### config.mk
export PLATFORM = sky130hd
export DESIGN_NAME = rx_chain_dma
export DESIGN_NICKNAME = d
export VERILOG_FILES = /design/src/rtl/rxdma_pkg.sv /design/src/rtl/rxdma_regs.sv /design/src/rtl/rxdma_packer.sv /design/src/rtl/rxdma_walker.sv /design/src/rtl/rx_chain_dma.sv
export SDC_FILE = /design/constraint.sdc
export NUM_CORES = 1
export LEC_CHECK = 0
export ABC_CLOCK_PERIOD_IN_PS = 8160
export CAP_MARGIN = 40
export CELL_PAD_IN_SITES_DETAIL_PLACEMENT = 1
export CELL_PAD_IN_SITES_GLOBAL_PLACEMENT = 1
export CORE_MARGIN = 4
export CORE_UTILIZATION = 35
export CTS_BUF_LIST = sky130_fd_sc_hd__clkbuf_4 sky130_fd_sc_hd__clkbuf_8
export DETAILED_ROUTE_END_ITERATION = 8
export DONT_BUFFER_PORTS = 1
export PLACE_DENSITY = 0.73
export SYNTH_ARGS = -nofsm -noshare
export SYNTH_HDL_FRONTEND = slang
export SYNTH_SLANG_ARGS = --single-unit
### constraint.sdc
create_clock -name clk_i -period 8.16 [get_ports clk_i]
set_input_delay 2.448 -clock clk_i [delete_from_list [all_inputs] [get_ports clk_i]]
set_output_delay 2.448 -clock clk_i [all_outputs]
set_load 0.1 [all_outputs]
### src/rtl/rxdma_pkg.sv
package rxdma_pkg;
  localparam int LEN_W = 16;
  localparam int CNT_W = 4;
  localparam logic [31:0] LIST_END = 32'h1;

  localparam logic [2:0] REG_HEAD_LO = 3'd0;
  localparam logic [2:0] REG_HEAD_HI = 3'd1;
  localparam logic [2:0] REG_CFG     = 3'd2;
  localparam logic [2:0] REG_CTRL    = 3'd3;
  localparam logic [2:0] REG_IRQ_CLR = 3'd4;

  typedef enum logic [2:0] {
    ST_IDLE, ST_INFO, ST_DPTR, ST_FILL, ST_STAT, ST_NEXT, ST_PARK
  } walk_st_e;

  typedef struct packed {
    logic             eof_only;
    logic [CNT_W-1:0] cnt;
  } ch_cfg_t;

  function automatic logic [31:0] pack_status(input logic [LEN_W-1:0] len,
                                              input logic sof, input logic eof,
                                              input logic intr);
    return {12'h000, 1'b1, intr, eof, sof, len};
  endfunction
endpackage

### src/rtl/rxdma_regs.sv
module rxdma_regs
  import rxdma_pkg::*;
#(
  parameter int ADDR_W = 40
) (
  input  logic              clk_i,
  input  logic              rst_ni,
  input  logic              we_i,
  input  logic [2:0]        addr_i,
  input  logic [31:0]       wdata_i,
  input  logic              irq_set_i,
  output logic [ADDR_W-1:0] head_o,
  output ch_cfg_t           cfg_o,
  output logic              active_o,
  output logic              reload_o,
  output logic              irq_o
);
  logic [31:0] head_lo_q, head_hi_q;
  logic [63:0] head_full;
  logic        irq_clr;

  always_ff @(posedge clk_i or negedge rst_ni) begin
    if (!rst_ni) begin
      head_lo_q <= '0;
      head_hi_q <= '0;
      cfg_o     <= '{eof_only: 1'b0, cnt: CNT_W'(1)};
      active_o  <= 1'b0;
    end else if (we_i) begin
      if (addr_i == REG_HEAD_LO) head_lo_q <= wdata_i;
      if (addr_i == REG_HEAD_HI) head_hi_q <= wdata_i;
      if (addr_i == REG_CFG)     cfg_o <= '{eof_only: wdata_i[8], cnt: wdata_i[CNT_W-1:0]};
      if (addr_i == REG_CTRL)    active_o <= wdata_i[0];
    end
  end

  assign irq_clr  = we_i && (addr_i == REG_IRQ_CLR) && wdata_i[0];
  assign reload_o = we_i && (addr_i == REG_CTRL) && wdata_i[1];

  always_ff @(posedge clk_i or negedge rst_ni) begin
    if (!rst_ni)        irq_o <= 1'b0;
    else if (irq_set_i) irq_o <= 1'b1;
    else if (irq_clr)   irq_o <= 1'b0;
  end

  assign head_full = {head_hi_q, head_lo_q};
  assign head_o    = head_full[ADDR_W-1:0];

  if (ADDR_W < 64) begin : g_trim
    logic unused_head;
    assign unused_head = ^head_full[63:ADDR_W];
  end


  irq_set_chk: assert property (@(posedge clk_i) disable iff (!rst_ni)
    irq_set_i |=> irq_o);

  irq_hold_chk: assert property (@(posedge clk_i) disable iff (!rst_ni)
    (irq_o && !irq_clr) |=> irq_o);
endmodule

### src/rtl/rxdma_packer.sv
module rxdma_packer (
  input  logic        clk_i,
  input  logic        rst_ni,
  input  logic        push_i,
  input  logic        flush_i,
  input  logic [1:0]  lane_i,
  input  logic [7:0]  byte_i,
  output logic [31:0] word_o
);
  logic [31:0] word_q;

  always_comb begin
    word_o = word_q;
    word_o[{lane_i, 3'b000} +: 8] = byte_i;
  end

  always_ff @(posedge clk_i or negedge rst_ni) begin
    if (!rst_ni)     word_q <= '0;
    else if (push_i) word_q <= flush_i ? 32'h0 : word_o;
  end


  lane0_empty_chk: assert property (@(posedge clk_i) disable iff (!rst_ni)
    (push_i && lane_i == 2'd0) |-> (word_q == 32'h0));
endmodule

### src/rtl/rxdma_walker.sv
module rxdma_walker
  import rxdma_pkg::*;
#(
  parameter int ADDR_W = 40
) (
  input  logic              clk_i,
  input  logic              rst_ni,
  input  logic              active_i,
  input  logic              reload_i,
  input  logic [ADDR_W-1:0] head_i,
  input  ch_cfg_t           cfg_i,
  output logic              mem_req_o,
  output logic              mem_we_o,
  output logic [ADDR_W-1:0] mem_addr_o,
  output logic [31:0]       mem_wdata_o,
  input  logic              mem_rvalid_i,
  input  logic [31:0]       mem_rdata_i,
  input  logic              s_valid_i,
  input  logic              s_last_i,
  output logic              s_ready_o,
  output logic              pk_push_o,
  output logic [1:0]        pk_lane_o,
  output logic              pk_flush_o,
  input  logic [31:0]       pk_word_i,
  output logic              irq_set_o
);
  walk_st_e          state_q;
  logic [ADDR_W-1:0] dcb_q, dptr_q, pair_base;
  logic [LEN_W-1:0]  buf_len_q, bcnt_q, bnext;
  logic [CNT_W-1:0]  k_q, last_k;
  logic              pend_q, sof_q, eof_q;
  logic              take, buf_end, intr, rsp;

  assign last_k    = (cfg_i.cnt == '0) ? '0 : cfg_i.cnt - CNT_W'(1);
  assign pair_base = dcb_q + ADDR_W'({k_q, 1'b0}) + ADDR_W'(2);
  assign bnext     = bcnt_q + LEN_W'(1);
  assign take      = s_valid_i && s_ready_o;
  assign buf_end   = s_last_i || (bnext == buf_len_q);
  assign intr      = !cfg_i.eof_only || eof_q;
  assign rsp       = pend_q && mem_rvalid_i;
  assign pk_lane_o = bcnt_q[1:0];

  always_comb begin
    mem_req_o   = 1'b0;
    mem_we_o    = 1'b0;
    mem_addr_o  = '0;
    mem_wdata_o = '0;
    s_ready_o   = 1'b0;
    pk_push_o   = 1'b0;
    pk_flush_o  = 1'b0;
    irq_set_o   = 1'b0;
    case (state_q)
      ST_INFO: begin mem_req_o = !pend_q; mem_addr_o = dcb_q + ADDR_W'(1); end
      ST_DPTR: begin mem_req_o = !pend_q; mem_addr_o = pair_base; end
      ST_NEXT: begin mem_req_o = !pend_q; mem_addr_o = dcb_q; end
      ST_FILL: begin
        s_ready_o = active_i || (bcnt_q != '0);
        if (take) begin
          pk_push_o   = 1'b1;
          pk_flush_o  = (bcnt_q[1:0] == 2'd3) || buf_end;
          mem_req_o   = pk_flush_o;
          mem_we_o    = pk_flush_o;
          mem_addr_o  = dptr_q + ADDR_W'(bcnt_q[LEN_W-1:2]);
          mem_wdata_o = pk_word_i;
        end
      end
      ST_STAT: begin
        mem_req_o   = 1'b1;
        mem_we_o    = 1'b1;
        mem_addr_o  = pair_base + ADDR_W'(1);
        mem_wdata_o = pack_status(bcnt_q, sof_q, eof_q, intr);
        irq_set_o   = intr;
      end
      default: ;
    endcase
  end

  always_ff @(posedge clk_i or negedge rst_ni) begin
    if (!rst_ni) begin
      state_q   <= ST_IDLE;
      dcb_q     <= '0;
      dptr_q    <= '0;
      buf_len_q <= '0;
      bcnt_q    <= '0;
      k_q       <= '0;
      pend_q    <= 1'b0;
      sof_q     <= 1'b1;
      eof_q     <= 1'b0;
    end else begin
      case (state_q)
        ST_IDLE: if (active_i) begin
          dcb_q   <= head_i;
          sof_q   <= 1'b1;
          pend_q  <= 1'b0;
          state_q <= ST_INFO;
        end
        ST_INFO: begin
          if (!pend_q) pend_q <= 1'b1;
          else if (rsp) begin
            pend_q    <= 1'b0;
            buf_len_q <= mem_rdata_i[LEN_W-1:0];
            k_q       <= '0;
            state_q   <= ST_DPTR;
          end
        end
        ST_DPTR: begin
          if (!pend_q) pend_q <= 1'b1;
          else if (rsp) begin
            pend_q  <= 1'b0;
            dptr_q  <= ADDR_W'(mem_rdata_i);
            bcnt_q  <= '0;
            state_q <= ST_FILL;
          end
        end
        ST_FILL: begin
          if (bcnt_q == '0 && !active_i) state_q <= ST_IDLE;
          else if (take) begin
            bcnt_q <= bnext;
            if (buf_end) begin
              eof_q   <= s_last_i;
              state_q <= ST_STAT;
            end
          end
        end
        ST_STAT: begin
          sof_q <= eof_q;
          if (!active_i)         state_q <= ST_IDLE;
          else if (k_q == last_k) state_q <= ST_NEXT;
          else begin
            k_q     <= k_q + CNT_W'(1);
            state_q <= ST_DPTR;
          end
        end
        ST_NEXT: begin
          if (!pend_q) pend_q <= 1'b1;
          else if (rsp) begin
            pend_q <= 1'b0;
            if (mem_rdata_i == LIST_END) state_q <= ST_PARK;
            else begin
              dcb_q   <= ADDR_W'(mem_rdata_i);
              state_q <= ST_INFO;
            end
          end
        end
        ST_PARK: begin
          if (!active_i)     state_q <= ST_IDLE;
          else if (reload_i) state_q <= ST_NEXT;
        end
        default: state_q <= ST_IDLE;
      endcase
    end
  end


  park_quiet_chk: assert property (@(posedge clk_i) disable iff (!rst_ni)
    (state_q == ST_NEXT && rsp && mem_rdata_i == LIST_END) |=> (!mem_req_o && !s_ready_o));

  reload_link_chk: assert property (@(posedge clk_i) disable iff (!rst_ni)
    (state_q == ST_PARK && active_i && reload_i) |=>
      (mem_req_o && !mem_we_o && mem_addr_o == $past(dcb_q)));

  stop_after_stat_chk: assert property (@(posedge clk_i) disable iff (!rst_ni)
    (state_q == ST_STAT && !active_i) |=> (!mem_req_o && !s_ready_o));
endmodule

### src/rtl/rx_chain_dma.sv
module rx_chain_dma
  import rxdma_pkg::*;
#(
  parameter int ADDR_W = 40
) (
  input  logic              clk_i,
  input  logic              rst_ni,
  input  logic              reg_we_i,
  input  logic [2:0]        reg_addr_i,
  input  logic [31:0]       reg_wdata_i,
  input  logic              s_valid_i,
  input  logic [7:0]        s_data_i,
  input  logic              s_last_i,
  output logic              s_ready_o,
  output logic              mem_req_o,
  output logic              mem_we_o,
  output logic [ADDR_W-1:0] mem_addr_o,
  output logic [31:0]       mem_wdata_o,
  input  logic              mem_rvalid_i,
  input  logic [31:0]       mem_rdata_i,
  output logic              irq_o
);
  logic [ADDR_W-1:0] head;
  ch_cfg_t           cfg;
  logic              active, reload, irq_set;
  logic              pk_push, pk_flush;
  logic [1:0]        pk_lane;
  logic [31:0]       pk_word;

  rxdma_regs #(.ADDR_W(ADDR_W)) i_regs (
    .clk_i, .rst_ni,
    .we_i      (reg_we_i),
    .addr_i    (reg_addr_i),
    .wdata_i   (reg_wdata_i),
    .irq_set_i (irq_set),
    .head_o    (head),
    .cfg_o     (cfg),
    .active_o  (active),
    .reload_o  (reload),
    .irq_o     (irq_o)
  );

  rxdma_packer i_packer (
    .clk_i, .rst_ni,
    .push_i  (pk_push),
    .flush_i (pk_flush),
    .lane_i  (pk_lane),
    .byte_i  (s_data_i),
    .word_o  (pk_word)
  );

  rxdma_walker #(.ADDR_W(ADDR_W)) i_walker (
    .clk_i, .rst_ni,
    .active_i     (active),
    .reload_i     (reload),
    .head_i       (head),
    .cfg_i        (cfg),
    .mem_req_o    (mem_req_o),
    .mem_we_o     (mem_we_o),
    .mem_addr_o   (mem_addr_o),
    .mem_wdata_o  (mem_wdata_o),
    .mem_rvalid_i (mem_rvalid_i),
    .mem_rdata_i  (mem_rdata_i),
    .s_valid_i    (s_valid_i),
    .s_last_i     (s_last_i),
    .s_ready_o    (s_ready_o),
    .pk_push_o    (pk_push),
    .pk_lane_o    (pk_lane),
    .pk_flush_o   (pk_flush),
    .pk_word_i    (pk_word),
    .irq_set_o    (irq_set)
  );
endmodule

======== After elaboration in Yosys (flattened, before gate mapping) ========
Index checks and enable logic that the tools add are counted.
operators by class
  $add $sub $neg .......................... 9
  eq/ne operators ......................... 29
  shift-type cells ........................ 2
  mux-type cells .......................... 54
  bitwise operators ....................... 1
  reductions and logical operators ........ 39
operators with widths
  kind                                                   count
  2-to-1 mux 40 bit                                      5
  case mux 40 bit (5 select lines)                       1
  adder 40 x 1 -> 40 bit (second input constant)         2
  case mux 40 bit (2 select lines)                       1
  2-to-1 mux 16 bit                                      4
  2-to-1 mux 32 bit                                      2
  case mux 32 bit (2 select lines)                       1
  2-to-1 mux 3 bit                                       15
  adder 40 x 2 -> 40 bit (second input constant)         1
  adder 40 x 5 -> 40 bit                                 1
  adder 32 x 14 -> 33 bit                                1
  bitwise mux 32 bit                                     1
  equality test 32 x 1 -> 1 bit (second input constant)  1
  case mux 16 bit (2 select lines)                       1
  variable shift 8 x 7 -> 32 bit (first input constant)  1
  variable part select 8 x 7 -> 32 bit                   1
  case mux 3 bit (7 select lines)                        1
  2-to-1 mux 4 bit                                       5
  adder 16 x 1 -> 16 bit (second input constant)         1
  equality test 16 bit                                   1
  zero test 16 bit                                       1
  nonzero test 16 bit                                    1
  AND reduction 5 bit                                    3
  != test 2 x 1 -> 1 bit (second input constant)         7
  other kinds (27)                                       75
word-level totals
  register bits after elaboration ......... 193
  bits of input ports ..................... 81
  output and inout bits ................... 76
  logic and storage cells ................. 150

======== Logic depth before layout (Yosys ltp) ========
  depth in word-level cells ............... 7
  mapped depth ............................ 18

======== Modules after synthesis ========
Synthesis repeated with hierarchy kept, for this count alone.
second synthesis, totals
  cell total of the unflattened synthesis .. 1,750
  area, all modules ....................... 14,425.1 um2
by module, submodules not included
  module        times used  cells an instance  area an instance (um2)  seq. area each (um2)
  rxdma_walker  1           1,467              10,710.3                2,854.0
  rxdma_packer  1           178                1,899.3                 800.8
  rxdma_regs    1           105                1,815.5                 1,177.4

======== Worst setup path before layout ========
OpenSTA, ideal clock, no wires.
  path kind ............................... register -> output
  start ................................... reg i_walker.state_q[1]
  end ..................................... out mem_addr_o[36]
  data arrival time ....................... 6,266 ps
  path slack .............................. -554 ps
  cell stages (with the launch flop) ...... 18
  path through ............................ dfrtp_1 buf_6 or3b_1 buf_2 clkbuf_1 clkbuf_1 clkbuf_1 o21ai_0 ha_1 a21boi_0 o2111ai_1 nor3_1 or4b_2 clkbuf_1 nor4_2 o211ai_1 xnor2_1 o21ai_0
between the ends
  longest elaborated chain between the ends .. 2
  elaborated cells on any way between the ends .. 6
  those cells by class .................... 5 x eq/ne; 1 x mux
RTL lines
  what                                         RTL line             text
  start: declaration                           rxdma_walker.sv:27   walk_st_e state_q;
  start signal: assignment                     rxdma_walker.sv:80   state_q <= ST_IDLE;
  start signal: assignment                     rxdma_walker.sv:95   state_q <= ST_INFO;
  start signal: assignment                     rxdma_walker.sv:103  state_q <= ST_DPTR;
  equality test 3 bit (tied with other cells)  rxdma_walker.sv:52   case (state_q)
  case mux 40 bit (5 select lines) (*)         rxdma_walker.sv:52
  end: declaration                             rx_chain_dma.sv:17   output logic [ADDR_W-1:0] mem_addr_o,
Mark *: on every way between the ends. The rest lies on a longest branch, timed or not.

======== Worst setup path in the final report ========
  start ................................... reg i_walker.k_q[1]
  end ..................................... out mem_addr_o[39]
between the ends
  longest elaborated chain between the ends .. 4
RTL lines
  what                                  RTL line             text
  start: declaration                    rxdma_walker.sv:30   logic [CNT_W-1:0] k_q, last_k;
  start signal: assignment              rxdma_walker.sv:130  k_q <= k_q + CNT_W'(1);
  adder 40 x 5 -> 40 bit (*)            rxdma_walker.sv:35   assign pair_base = dcb_q + ADDR_W'({k_q, 1'b0}) + ADDR_W'(2);
  adder 40 x 2 -> 40 bit (*)            rxdma_walker.sv:35
  adder 40 x 1 -> 40 bit                rxdma_walker.sv:70   mem_addr_o = pair_base + ADDR_W'(1);
  case mux 40 bit (5 select lines) (*)  rxdma_walker.sv:52
Marks and branches as above.

==> flow_summary.json <==
{
  "dieHeight_um": 209,
  "maxSlewViolCount": 0,
  "pwr-share-seq": 0.236,
  "drc_errors": 0,
  "switchingPower_w": 0.00425,
  "cp_max_fo": 7,
  "synthArstFlopShare": 1.00,
  "dieArea_um2": 43700,
  "p_int_w": 0.00318,
  "hold_class": "reg2reg",
  "drtPass1Iterations": 5,
  "fill_cells": 4755,
  "yosys_most_used_dff": "dfrtp_1",
  "clkSlewWorstSetupHoldPaths_ns": 0.11,
  "ys_warn_count": 0,
  "cp-end-kind": "primary output",
  "min_period_over_period": 0.969,
  "path_cells": "ha_1, ha_1, inv_1, fa_1, nand2b_1, a211o_2, or4_1, a221oi_4, o211ai_2, or4_4, nor3_4, nand4bb_4, or3_1, nand4_1, buf_6",
  "synth-edff-count": 0,
  "grt.overflow.total": 0,
  "finish.utilization": 0.418,
  "num_io_pins": 157,
  "wirelength_um": 56400,
  "antenna_found_initial": 4,
  "max_cap_viol_count": 0,
  "ys_ff_latch": 193,
  "syn-mean-instance-area_um2": 7.98,
  "crit_path_start_kind": "register",
  "hold_viol": 0,
  "setup_tns_ns": 0,
  "grt_pass1_wl_um": 87600,
  "fin_nets": 1909,
  "worstMarginPinSlew_ns": 0.935,
  "p_clk_frac": 0.090,
  "seq_area_frac_synth": 0.342,
  "row_count": 73,
  "ant_nets": 0,
  "hold_buffers": 0,
  "finClkSkew_ns": 0.0255,
  "synth.distinct_cells": 82,
  "slowest_delay_ns": 0.56,
  "status": "complete, no violations",
  "max_freq_mhz": 126,
  "die-width_um": 209,
  "cts_tree": "done",
  "synth_cells": 1772,
  "min_period_ns": 7.91,
  "syn_area_um2": 14100,
  "gp_congestion": 0.964,
  "cp_common_cell": "ha_1",
  "final_cell_mix": "nand2_1, dfrtp_1, nor2_1",
  "cts_made_buffers": 17,
  "power_frac_comb": 0.674,
  "start_util": 0.355,
  "track_usage": 0.253,
  "syn_nets": 1885,
  "leakage_nw": 6.74,
  "setup_viol": 0,
  "cp.required_ns": 5.71,
  "vias_per_cell": 6.01,
  "vias": 14049,
  "final_common_cell": "nand2_1",
  "cts-root-buf": "clkbuf_8",
  "drive_gt1_frac": 0.174,
  "areaGrowthSynthToFinish_pct": 17.8,
  "wl_per_cell_um": 24.1,
  "critPathArrivalTime_ns": 5.46,
  "hpwlAfterDp_um": 43000,
  "htreeDepth": 4,
  "power_density_nw_per_um2": 446,
  "slew_headroom": 0.377,
  "clock_path_buffers": 2,
  "cp_slowest_cell": "or4_1",
  "fp.coreArea_um2": 39800,
  "critPathKind": "reg2out",
  "grt_max_degree": 194,
  "grt_setup_unrepaired": "yes",
  "clock_sinks": 193,
  "p_sw_frac": 0.572,
  "clk_latency_ns": 0.51,
  "io_buffers": 0,
  "grt_pass1_vias": 14370,
  "vdd_ir_drop_max_mv": 0.298,
  "dr.first_iter.drc_count": 1167
}
## cell families after synthesis
logic type	count (synthesis)	share of synthesized area
buffers and inverters	153	0.0415
multiplexers	71	0.0560
AND/OR/NAND/NOR	773	0.263
flip-flops	193	0.342
AO/OA/AOI/OAI	422	0.189
XOR/XNOR	128	0.0793
adder cells (fa/ha/maj)	32	0.0294
## worst paths after layout
kind / from / endpoint / slack (ns) / cells after the start
setup reg to reg: i_walker.bcnt_q[0] / i_packer.word_q[24] / 4.19 / 10
setup / recovery: i_walker.k_q[1] / mem_addr_o[39] / 0.25 / 15
min in group asynchronous: rst_ni / i_packer.word_q[27] / 1.62 / 0
max in group asynchronous: rst_ni / i_regs.cfg_o[0] / 6.25 / 0
hold reg to reg: i_packer.word_q[5] / i_packer.word_q[5] / 0.48 / 2
hold / removal: i_packer.word_q[5] / i_packer.word_q[5] / 0.48 / 2
## Yosys cell counts, types with 16 or more instances
library cell / count / share of area
nand2_1: 332 / 0.088
dfrtp_1: 191 / 0.34
nor2_1: 132 / 0.035
o21ai_0: 120 / 0.042
a21oi_1: 101 / 0.036
clkbuf_1: 95 / 0.025
xnor2_1: 84 / 0.052
mux2_2: 65 / 0.052
nor2b_1: 51 / 0.023
nor3_1: 50 / 0.018
a31oi_1: 47 / 0.021
xor2_1: 44 / 0.027
nand3_1: 41 / 0.015
inv_1: 37 / 0.0098
ha_1: 30 / 0.027
nand4_1: 26 / 0.012
a22o_1: 25 / 0.015
nor4_1: 24 / 0.011
and3_1: 19 / 0.0084
o31ai_1: 18 / 0.0096
o221ai_1: 17 / 0.011
buf_1: 16 / 0.0042
## area by class of cell
| class | instances | area, µm² | area share |
|---|---|---|---|
| diodes | 3 | 7.51 | 0.000451 |
| clock buffers | 19 | 255 | 0.0153 |
| clock inverters | 13 | 150 | 0.00902 |
| inverters | 37 | 139 | 0.00834 |
| multi-input cells | 1426 | 9060 | 0.544 |
| flip-flops and latches | 193 | 4830 | 0.290 |
| well taps | 525 | 657 | 0.0395 |
| repair buffers | 121 | 1540 | 0.0926 |
## power by group through the flow
stage / sequential [W] / clock, W / combinational, W
2_1_floorplan: 0.00149 / 0 / 0.00342
3_3_place_gp: 0.00175 / 0 / 0.00447
3_5_place_dp: 0.00175 / 0 / 0.00495
4_1_cts: 0.00173 / 0.000686 / 0.00497
5_1_grt: 0.00180 / 0.000720 / 0.00528
6_report: 0.00175 / 0.000670 / 0.00500
## repair_timing
action	CTS	global route
buffers inserted	0	3
resized for setup	0	6
setup endpoints to repair	0	6
## worst max-delay path: cells and delay by family (launching register included)
family,cells,cell delay (ns)
buffers and inverters,2,0.31
AO/OA/AOI/OAI,3,0.90
flip-flops,1,0.47
adder cells (fa/ha/maj),3,0.91
AND/OR/NAND/NOR,7,2.36
## sequential cells by signal, summed over array words and instances (netlist names), 3 cells and up
name                count
i_packer.word_q        32
i_regs.cfg_o            5
i_regs.head_hi_q        8
i_regs.head_lo_q       32
i_walker.bcnt_q        16
i_walker.buf_len_q     16
i_walker.dcb_q         40
i_walker.dptr_q        32
i_walker.k_q            4
i_walker.state_q        3
## through the flow
stage,power (W),area [µm²],worst slack (ns),instances,hold slack [ns]
5_1_grt,0.00780,16600,-0.0414,2337,0.506
6_report,0.00742,16600,0.252,2337,0.482
2_1_floorplan,0.00491,14100,0.136,1772,0.442
4_1_cts,0.00739,16600,0.0346,2331,0.488
3_5_place_dp,0.00670,16200,0.617,2299,0.463
3_3_place_gp,0.00621,15400,0.765,2257,0.455
## layer usage
layer  routed length [µm]  vias up  GRT usage  part of all wire
met3                 4280       77     0.0485             0.076
met1                25300     7098      0.358              0.45
met2                25400      514      0.394              0.45
li1                     -     6356          -                 -
met4                 1510        4     0.0743             0.027
met5                   34        -          0           0.00060
Note: power is estimated with default switching activity, not from simulation.
